<file path="config.mk">
export PLATFORM = sky130hd
export DESIGN_NAME = flash_cmd_engine
export DESIGN_NICKNAME = d
export VERILOG_FILES = /design/src/rtl/fce_pkg.sv /design/src/rtl/fce_timer.sv /design/src/rtl/fce_store.sv /design/src/rtl/fce_decoder.sv /design/src/rtl/flash_cmd_engine.sv
export SDC_FILE = /design/constraint.sdc
export NUM_CORES = 1
export LEC_CHECK = 0
export BUFFER_PORTS_ARGS = -buffer_cell sky130_fd_sc_hd__buf_2
export CAP_MARGIN = 40
export CORE_MARGIN = 3
export CORE_UTILIZATION = 70
export CTS_BUF_LIST = sky130_fd_sc_hd__clkbuf_8
export DETAILED_ROUTE_END_ITERATION = 16
export GPL_ROUTABILITY_DRIVEN = 0
export PLACE_DENSITY = 0.88
export RECOVER_POWER = 100
export SYNTH_ARGS = -nofsm -noshare
export SYNTH_HDL_FRONTEND = slang
export SYNTH_HIERARCHICAL = 1
export SYNTH_SLANG_ARGS = --single-unit
</file>
<file path="constraint.sdc">
create_clock -name clk -period 9.3 [get_ports clk]
set_input_delay 0.93 -clock clk [delete_from_list [all_inputs] [get_ports clk]]
set_output_delay 0.93 -clock clk [all_outputs]
set_load 0.005 [all_outputs]
</file>
<file path="src/rtl/fce_pkg.sv">
package fce_pkg;

  typedef enum logic [3:0] {
    ST_READ,
    ST_UNL1,
    ST_UNL2,
    ST_PGM_ARM,
    ST_ERS_A,
    ST_ERS_B,
    ST_ERS_C,
    ST_IDENT,
    ST_PGM_RUN,
    ST_PGM_FAIL,
    ST_ERS_WIN,
    ST_ERS_RUN,
    ST_CHIP_RUN,
    ST_ERS_SUSP
  } fce_state_e;

  localparam logic [14:0] KEY_ADDR_A = 15'h5555;
  localparam logic [14:0] KEY_ADDR_B = 15'h2AAA;

  localparam logic [7:0] CMD_UNL1  = 8'hAA;
  localparam logic [7:0] CMD_UNL2  = 8'h55;
  localparam logic [7:0] CMD_PGM   = 8'hA0;
  localparam logic [7:0] CMD_ERS   = 8'h80;
  localparam logic [7:0] CMD_CHIP  = 8'h10;
  localparam logic [7:0] CMD_SECT  = 8'h30;
  localparam logic [7:0] CMD_SUSP  = 8'hB0;
  localparam logic [7:0] CMD_IDENT = 8'h90;
  localparam logic [7:0] CMD_RST   = 8'hF0;

  function automatic logic op_busy(fce_state_e s);
    return (s == ST_PGM_RUN) || (s == ST_PGM_FAIL) || (s == ST_ERS_WIN) ||
           (s == ST_ERS_RUN) || (s == ST_CHIP_RUN);
  endfunction

endpackage

</file>
<file path="src/rtl/fce_timer.sv">
module fce_timer #(
  parameter int CW = 8
) (
  input  logic          clk,
  input  logic          rst_n,
  input  logic          load,
  input  logic [CW-1:0] load_val,
  input  logic          run,
  output logic          expire
);

  logic [CW-1:0] cnt_q;

  always_ff @(posedge clk) begin
    if (!rst_n)                   cnt_q <= '0;
    else if (load)                cnt_q <= load_val;
    else if (run && cnt_q != '0)  cnt_q <= cnt_q - 1'b1;
  end

  assign expire = run && (cnt_q == CW'(1));


  suspend_freeze_chk: assert property (@(posedge clk) disable iff (!rst_n)
    (!run && !load) |=> $stable(cnt_q));

endmodule

</file>
<file path="src/rtl/fce_store.sv">
module fce_store #(
  parameter int ADDR_W     = 16,
  parameter int NUM_SECT   = 4,
  parameter int SECT_BYTES = 8
) (
  input  logic                clk,
  input  logic                rst_n,
  input  logic [ADDR_W-1:0]   rd_addr,
  output logic [7:0]          rd_byte,
  input  logic [ADDR_W-1:0]   lk_addr,
  output logic [7:0]          lk_byte,
  input  logic                pgm_en,
  input  logic [ADDR_W-1:0]   pgm_addr,
  input  logic [7:0]          pgm_data,
  input  logic                ers_en,
  input  logic [NUM_SECT-1:0] ers_mask
);

  localparam int SW    = $clog2(NUM_SECT);
  localparam int OW    = $clog2(SECT_BYTES);
  localparam int IW    = SW + OW;
  localparam int DEPTH = NUM_SECT * SECT_BYTES;

  logic [IW-1:0] rd_idx, lk_idx, pgm_idx;
  logic [7:0]    bytes_q [DEPTH];

  assign rd_idx  = {rd_addr[ADDR_W-1 -: SW],  rd_addr[OW-1:0]};
  assign lk_idx  = {lk_addr[ADDR_W-1 -: SW],  lk_addr[OW-1:0]};
  assign pgm_idx = {pgm_addr[ADDR_W-1 -: SW], pgm_addr[OW-1:0]};

  logic unused_addr_bits;
  assign unused_addr_bits = ^{rd_addr[ADDR_W-SW-1:OW], lk_addr[ADDR_W-SW-1:OW],
                              pgm_addr[ADDR_W-SW-1:OW]};

  for (genvar i = 0; i < DEPTH; i++) begin : g_cell
    localparam int SEC = i / SECT_BYTES;
    logic [7:0] cell_q;
    always_ff @(posedge clk) begin
      if (!rst_n)                        cell_q <= 8'hFF;
      else if (ers_en && ers_mask[SEC])  cell_q <= 8'hFF;
      else if (pgm_en && pgm_idx == IW'(i)) cell_q <= cell_q & pgm_data;
    end
    assign bytes_q[i] = cell_q;
  end

  assign rd_byte = bytes_q[rd_idx];
  assign lk_byte = bytes_q[lk_idx];


  ers_clear_chk: assert property (@(posedge clk) disable iff (!rst_n)
    (ers_en && ers_mask[0]) |=> (bytes_q[0] == 8'hFF));

endmodule

</file>
<file path="src/rtl/fce_decoder.sv">
module fce_decoder
  import fce_pkg::*;
#(
  parameter int ADDR_W    = 16,
  parameter int NUM_SECT  = 4,
  parameter int PROG_CYC  = 16,
  parameter int ERASE_CYC = 40,
  parameter int WIN_CYC   = 10,
  parameter int CW        = 6
) (
  input  logic                clk,
  input  logic                rst_n,
  input  logic                wr_en,
  input  logic [ADDR_W-1:0]   wr_addr,
  input  logic [7:0]          wr_data,
  input  logic [7:0]          lk_byte,
  input  logic                tmr_expire,
  output fce_state_e          state_q,
  output logic                tmr_load,
  output logic [CW-1:0]       tmr_val,
  output logic                tmr_run,
  output logic                pgm_en,
  output logic [ADDR_W-1:0]   pgm_addr,
  output logic [7:0]          pgm_data,
  output logic                ers_en,
  output logic [NUM_SECT-1:0] ers_mask
);

  localparam int SW = $clog2(NUM_SECT);

  fce_state_e          nxt;
  logic                pgm_bad_q, latch_pgm, mask_add, mask_clr;
  logic [NUM_SECT-1:0] mask_q;
  logic                key_a, key_b;
  logic [SW-1:0]       sect;

  assign key_a = (wr_addr[14:0] == KEY_ADDR_A);
  assign key_b = (wr_addr[14:0] == KEY_ADDR_B);
  assign sect  = wr_addr[ADDR_W-1 -: SW];

  always_comb begin
    nxt       = state_q;
    tmr_load  = 1'b0;
    tmr_val   = '0;
    pgm_en    = 1'b0;
    ers_en    = 1'b0;
    latch_pgm = 1'b0;
    mask_add  = 1'b0;
    mask_clr  = 1'b0;
    case (state_q)
      ST_READ, ST_IDENT: if (wr_en)
        nxt = (key_a && wr_data == CMD_UNL1) ? ST_UNL1 : ST_READ;
      ST_UNL1: if (wr_en)
        nxt = (key_b && wr_data == CMD_UNL2) ? ST_UNL2 : ST_READ;
      ST_UNL2: if (wr_en) begin
        nxt = ST_READ;
        if (key_a) begin
          case (wr_data)
            CMD_PGM:   nxt = ST_PGM_ARM;
            CMD_ERS:   nxt = ST_ERS_A;
            CMD_IDENT: nxt = ST_IDENT;
            default:   nxt = ST_READ;
          endcase
        end
      end
      ST_PGM_ARM: if (wr_en) begin
        nxt       = ST_PGM_RUN;
        latch_pgm = 1'b1;
        tmr_load  = 1'b1;
        tmr_val   = CW'(PROG_CYC);
      end
      ST_ERS_A: if (wr_en)
        nxt = (key_a && wr_data == CMD_UNL1) ? ST_ERS_B : ST_READ;
      ST_ERS_B: if (wr_en)
        nxt = (key_b && wr_data == CMD_UNL2) ? ST_ERS_C : ST_READ;
      ST_ERS_C: if (wr_en) begin
        if (key_a && wr_data == CMD_CHIP) begin
          nxt      = ST_CHIP_RUN;
          tmr_load = 1'b1;
          tmr_val  = CW'(ERASE_CYC);
        end else if (wr_data == CMD_SECT) begin
          nxt      = ST_ERS_WIN;
          mask_add = 1'b1;
          tmr_load = 1'b1;
          tmr_val  = CW'(WIN_CYC);
        end else begin
          nxt = ST_READ;
        end
      end
      ST_ERS_WIN: begin
        if (wr_en && wr_data == CMD_SECT) begin
          mask_add = 1'b1;
          tmr_load = 1'b1;
          tmr_val  = CW'(WIN_CYC);
        end else if (wr_en && wr_data == CMD_SUSP) begin
          nxt      = ST_ERS_SUSP;
          tmr_load = 1'b1;
          tmr_val  = CW'(ERASE_CYC);
        end else if (tmr_expire) begin
          nxt      = ST_ERS_RUN;
          tmr_load = 1'b1;
          tmr_val  = CW'(ERASE_CYC);
        end
      end
      ST_ERS_RUN: begin
        if (wr_en && wr_data == CMD_SUSP) begin
          nxt = ST_ERS_SUSP;
        end else if (tmr_expire) begin
          nxt      = ST_READ;
          ers_en   = 1'b1;
          mask_clr = 1'b1;
        end
      end
      ST_ERS_SUSP: if (wr_en && wr_data == CMD_SECT) nxt = ST_ERS_RUN;
      ST_CHIP_RUN: if (tmr_expire) begin
        nxt    = ST_READ;
        ers_en = 1'b1;
      end
      ST_PGM_RUN: if (tmr_expire) begin
        if (pgm_bad_q) begin
          nxt = ST_PGM_FAIL;
        end else begin
          nxt    = ST_READ;
          pgm_en = 1'b1;
        end
      end
      ST_PGM_FAIL: if (wr_en && wr_data == CMD_RST) nxt = ST_READ;
      default: nxt = ST_READ;
    endcase
  end

  assign tmr_run  = (state_q == ST_PGM_RUN) || (state_q == ST_ERS_WIN) ||
                    (state_q == ST_ERS_RUN) || (state_q == ST_CHIP_RUN);
  assign ers_mask = (state_q == ST_CHIP_RUN) ? '1 : mask_q;

  always_ff @(posedge clk) begin
    if (!rst_n) begin
      state_q   <= ST_READ;
      pgm_addr  <= '0;
      pgm_data  <= '0;
      pgm_bad_q <= 1'b0;
      mask_q    <= '0;
    end else begin
      state_q <= nxt;
      if (latch_pgm) begin
        pgm_addr  <= wr_addr;
        pgm_data  <= wr_data;
        pgm_bad_q <= |(wr_data & ~lk_byte);
      end
      if (mask_clr)      mask_q       <= '0;
      else if (mask_add) mask_q[sect] <= 1'b1;
    end
  end


  fail_hold_chk: assert property (@(posedge clk) disable iff (!rst_n)
    (state_q == ST_PGM_FAIL && !(wr_en && wr_data == CMD_RST)) |=> (state_q == ST_PGM_FAIL));


  win_start_chk: assert property (@(posedge clk) disable iff (!rst_n)
    (state_q == ST_ERS_WIN && tmr_expire && !wr_en) |=> (state_q == ST_ERS_RUN));


  seq_break_chk: assert property (@(posedge clk) disable iff (!rst_n)
    (state_q == ST_UNL1 && wr_en && wr_data != CMD_UNL2) |=> (state_q == ST_READ));

endmodule

</file>
<file path="src/rtl/flash_cmd_engine.sv">
module flash_cmd_engine
  import fce_pkg::*;
#(
  parameter int         ADDR_W     = 16,
  parameter int         NUM_SECT   = 4,
  parameter int         SECT_BYTES = 8,
  parameter int         PROG_CYC   = 16,
  parameter int         ERASE_CYC  = 40,
  parameter int         WIN_CYC    = 10,
  parameter logic [7:0] MFR_ID     = 8'h01,
  parameter logic [7:0] DEV_ID     = 8'hAB
) (
  input  logic              clk,
  input  logic              rst_n,
  input  logic              wr_en,
  input  logic [ADDR_W-1:0] wr_addr,
  input  logic [7:0]        wr_data,
  input  logic              rd_en,
  input  logic [ADDR_W-1:0] rd_addr,
  output logic [7:0]        rd_data,
  output logic              rd_valid,
  output logic              busy
);

  localparam int TMAX_A = (PROG_CYC > ERASE_CYC) ? PROG_CYC : ERASE_CYC;
  localparam int TMAX   = (TMAX_A > WIN_CYC) ? TMAX_A : WIN_CYC;
  localparam int CW     = $clog2(TMAX + 1);

  fce_state_e          state;
  logic                tmr_load, tmr_run, tmr_expire;
  logic [CW-1:0]       tmr_val;
  logic                pgm_en, ers_en;
  logic [ADDR_W-1:0]   pgm_addr;
  logic [7:0]          pgm_data, rd_byte, lk_byte;
  logic [NUM_SECT-1:0] ers_mask;
  logic                tog_q;
  logic [7:0]          status, ident;

  fce_decoder #(
    .ADDR_W(ADDR_W), .NUM_SECT(NUM_SECT), .PROG_CYC(PROG_CYC),
    .ERASE_CYC(ERASE_CYC), .WIN_CYC(WIN_CYC), .CW(CW)
  ) u_dec (
    .clk(clk), .rst_n(rst_n), .wr_en(wr_en), .wr_addr(wr_addr), .wr_data(wr_data),
    .lk_byte(lk_byte), .tmr_expire(tmr_expire), .state_q(state),
    .tmr_load(tmr_load), .tmr_val(tmr_val), .tmr_run(tmr_run),
    .pgm_en(pgm_en), .pgm_addr(pgm_addr), .pgm_data(pgm_data),
    .ers_en(ers_en), .ers_mask(ers_mask)
  );

  fce_timer #(.CW(CW)) u_tmr (
    .clk(clk), .rst_n(rst_n), .load(tmr_load), .load_val(tmr_val),
    .run(tmr_run), .expire(tmr_expire)
  );

  fce_store #(.ADDR_W(ADDR_W), .NUM_SECT(NUM_SECT), .SECT_BYTES(SECT_BYTES)) u_store (
    .clk(clk), .rst_n(rst_n), .rd_addr(rd_addr), .rd_byte(rd_byte),
    .lk_addr(wr_addr), .lk_byte(lk_byte), .pgm_en(pgm_en), .pgm_addr(pgm_addr),
    .pgm_data(pgm_data), .ers_en(ers_en), .ers_mask(ers_mask)
  );

  assign busy = op_busy(state);

  always_comb begin
    status    = 8'h00;
    status[7] = ((state == ST_PGM_RUN) || (state == ST_PGM_FAIL)) ? ~pgm_data[7] : 1'b0;
    status[6] = tog_q;
    status[5] = (state == ST_PGM_FAIL);
    status[3] = (state == ST_ERS_RUN) || (state == ST_CHIP_RUN);
  end

  always_comb begin
    case (rd_addr[7:0])
      8'h00:   ident = MFR_ID;
      8'h01:   ident = DEV_ID;
      default: ident = 8'h00;
    endcase
  end

  always_ff @(posedge clk) begin
    if (!rst_n) begin
      rd_data  <= 8'h00;
      rd_valid <= 1'b0;
      tog_q    <= 1'b0;
    end else begin
      rd_valid <= rd_en;
      if (!busy) tog_q <= 1'b0;
      if (rd_en) begin
        if (busy) begin
          rd_data <= status;
          tog_q   <= ~tog_q;
        end else if (state == ST_IDENT) begin
          rd_data <= ident;
        end else begin
          rd_data <= rd_byte;
        end
      end
    end
  end


  busy_rise_chk: assert property (@(posedge clk) disable iff (!rst_n)
    $rose(busy) |-> $past(wr_en));


  id_parity_chk: assert property (@(posedge clk) disable iff (!rst_n)
    (rd_en && !busy && state == ST_IDENT && rd_addr[7:1] == 7'd0) |=> (^rd_data));


  rd_valid_chk: assert property (@(posedge clk) disable iff (!rst_n)
    rd_en |=> rd_valid);

endmodule

</file>
==> flow_metrics.tcl <==
set metrics [dict create \
    status "finished, violations left" \
    violations "max-capacitance violations, max-slew violations" \
    grt_overflow_total 0 \
    rsz0062_at_grt "no" \
    cts_sinks 294 \
    netlist_area_mm2 0.0152 \
    finalHoldViolCount 0 \
    cts_root_buf "clkbuf_8" \
    diodes 0 \
    htree_levels 2 \
    dp_slack_ps 4940 \
    cts-buffers-inserted 46 \
    r2r_setup_slack_ps 3930 \
    grt_pass1_vias 12800 \
    remaining_drc_errors 0 \
    port_buffers 47 \
    slowest_stage "dfxtp_1" \
    peakVddDrop_mv 0.159 \
    comb_power_share 0.052 \
    fmaxAchievable_mhz 186 \
    ios 54 \
    cp-startpoint "u_dec/state_q[1]$_SDFFE_PN0P_" \
    clockBufferDepth 3 \
    drive_above_1_share 0.236 \
    post_cts_buffers 0 \
    std_cell_rows 53 \
    min_period_ps 5370 \
    yosys_warnings 6 \
    syn_avg_cell_area_um2 10.6 \
    finalSetupViolations 0 \
    timing.rr.end "u_store/g_cell[18].cell_q[2]$_SDFFE_PP1P_" \
    p_switching_w 0.000605 \
    dieWidth_um 153 \
    grt_max_degree 65 \
    hold_class "reg2reg" \
    p_leak_nw 5.25 \
    cts_hold_buf 0 \
    dr.pass1.iters 6 \
    fp.dieH_um 153 \
    criticalPathCategory "reg2reg" \
    seq_power_share 0.500 \
    worstPathCellList "nand2b_1 -> and3_1 -> nand3b_1 -> nor4_1 -> clkbuf_1 -> inv_1 -> nor4_1 -> clkdlybuf4s25_1 -> nand4bb_1 -> clkbuf_1 -> o31ai_1 -> nand2_1" \
    pwr-share-clk 0.448 \
    avgRoutedWirePerCell_um 24.6 \
    worst_r2r_path_depth 12 \
    r2r_start "u_dec/state_q[1]$_SDFFE_PN0P_" \
    final.setup.tns_ps 0 \
    dieArea_mm2 0.0235 \
    relSlewSlack -1.03 \
    via_count 12700 \
    first_iter_violations 1507 \
    setup_ws_ps 3930 \
    clock_latency_ps 580 \
    start_util 0.717 \
    start_kind "flop" \
    critPathMaxStageDelay_ps 800 \
    skew_ps 24.8 \
    drt-total-wl_mm 41.9 \
    max_slew.worst_pin.slew_ps 3040 \
    via_per_inst 7.45 \
    cts_tree "built" \
    cp.arrival_ps 5810 \
    endpoint_kind "flop" \
    grt_pass1_wl_mm 66.2 \
    postSynthCellCount 1434 \
    dp_hpwl_mm 23.9 \
    internal_power_w 0.00192 \
    crit_end "u_store/g_cell[18].cell_q[2]$_SDFFE_PP1P_" \
    syn_to_final_growth_pct 7.82 \
    required_ps 9740 \
    core_mm2 0.0212 \
    fin_crit_sh 0.578 \
    worstPathMaxFanout 23 \
    drv_slew 312 \
    switching_share 0.240 \
    clkSlewWorstSetupHoldPaths_ps 60 \
    grtUsageTotal 0.346 \
    power_density_mw_per_mm2 154 \
    ant_nets 0 \
    cts_resized 0 \
    antenna_found_initial 0 \
    fin_nets 1439 \
    max-cap-violations 9 \
]
## worst min-delay path by stage
| stage | slack, ps | to | startpoint | cells after the start |
|---|---|---|---|---|
| floorplan | 430 | u_dec/mask_q[0]$_SDFFE_PP0P_ | u_dec/mask_q[0]$_SDFFE_PP0P_ | 2 |
| global placement | 440 | u_dec/mask_q[3]$_SDFFE_PP0P_ | u_dec/mask_q[3]$_SDFFE_PP0P_ | 2 |
| detailed placement | 460 | u_dec/mask_q[3]$_SDFFE_PP0P_ | u_dec/mask_q[3]$_SDFFE_PP0P_ | 2 |
| CTS | 470 | u_store/g_cell[13].cell_q[5]$_SDFFE_PP1P_ | u_store/g_cell[13].cell_q[5]$_SDFFE_PP1P_ | 2 |
| global route | 480 | u_store/g_cell[28].cell_q[3]$_SDFFE_PP1P_ | u_store/g_cell[28].cell_q[3]$_SDFFE_PP1P_ | 2 |
| finish | 470 | u_store/g_cell[31].cell_q[3]$_SDFFE_PP1P_ | u_store/g_cell[31].cell_q[3]$_SDFFE_PP1P_ | 2 |
## registers in the layout, summed over array words and instances (netlist names)
name                   cells
u_store/g_cell.cell_q    256
rd_data                    8
u_dec/state_q              4
u_tmr/cnt_q                6
u_dec/pgm_bad_q            1
rd_valid                   1
u_dec/pgm_addr             5
tog_q                      1
u_dec/mask_q               4
u_dec/pgm_data             8
## routing by layer
| metal | vias to the layer above | part of all wire | GRT usage | routed length [um] |
|---|---|---|---|---|
| met5 | - | 0 | 0 | 0 |
| met1 | 6162 | 0.36 | 0.445 | 15100 |
| li1 | 5404 | - | - | - |
| met2 | 900 | 0.47 | 0.560 | 19700 |
| met4 | 0 | 0.052 | 0.188 | 2160 |
| met3 | 212 | 0.12 | 0.0646 | 4970 |
## critical path: cells and delay by family (launching register included)
| family | cells | cell delay [ps] |
|---|---|---|
| buffers and inverters | 4 | 1760 |
| DFF | 1 | 800 |
| and+or+nand+nor | 7 | 2150 |
| AOI/OAI and AO/OA | 1 | 520 |
## metrics by stage
stage	instances	hold slack, ps	util	instance area [um^2]	power, W
2_1_floorplan	1435	428	-	15200	0.00138
3_3_place_gp	1609	445	0.719	15200	0.00142
3_5_place_dp	1619	457	0.729	15400	0.00142
4_1_cts	1702	470	0.775	16400	0.00253
5_1_grt	1702	482	0.773	16300	0.00259
6_report	1702	465	0.773	16300	0.00252
## power groups by stage
stage / Sequential, W / Combinational, W / Clock, W
after floorplan: 0.00129 / 0.0000917 / 0
after global routing: 0.00126 / 0.000138 / 0.00119
after global placement: 0.00129 / 0.000127 / 0
after CTS: 0.00126 / 0.000129 / 0.00114
final: 0.00126 / 0.000132 / 0.00113
after detailed placement: 0.00129 / 0.000129 / 0
## final cells by class
cell class | instances | area (um^2)
Clock buffer | 60 | 826
Clock inverter | 23 | 138
Fill cell | 1296 | 4810
Inverter | 19 | 71.3
Multi-Input combinational cell | 954 | 8510
Sequential cell | 294 | 5890
Tap cell | 275 | 344
Timing Repair Buffer | 77 | 572
## cells in the final DEF (no fill, tap or decap), drive strengths merged, types with 4 or more instances in the layout
master	count
or2	7
nand2b	17
nand4b	9
o211ai	6
o21ai	11
or4b	6
nor2b	6
nor3	7
and3	4
or3	4
nand4	8
nor2	14
buf	61
nand2	296
mux2	16
a31oi	7
a211oi	6
a21oi	9
clkinv	11
mux4	160
or4	4
clkbuf	75
inv	30
nand3	11
o22ai	6
o31ai	257
a21boi	20
nor4	8
dfxtp	294
No activity file was read; power rests on OpenSTA's default activity.
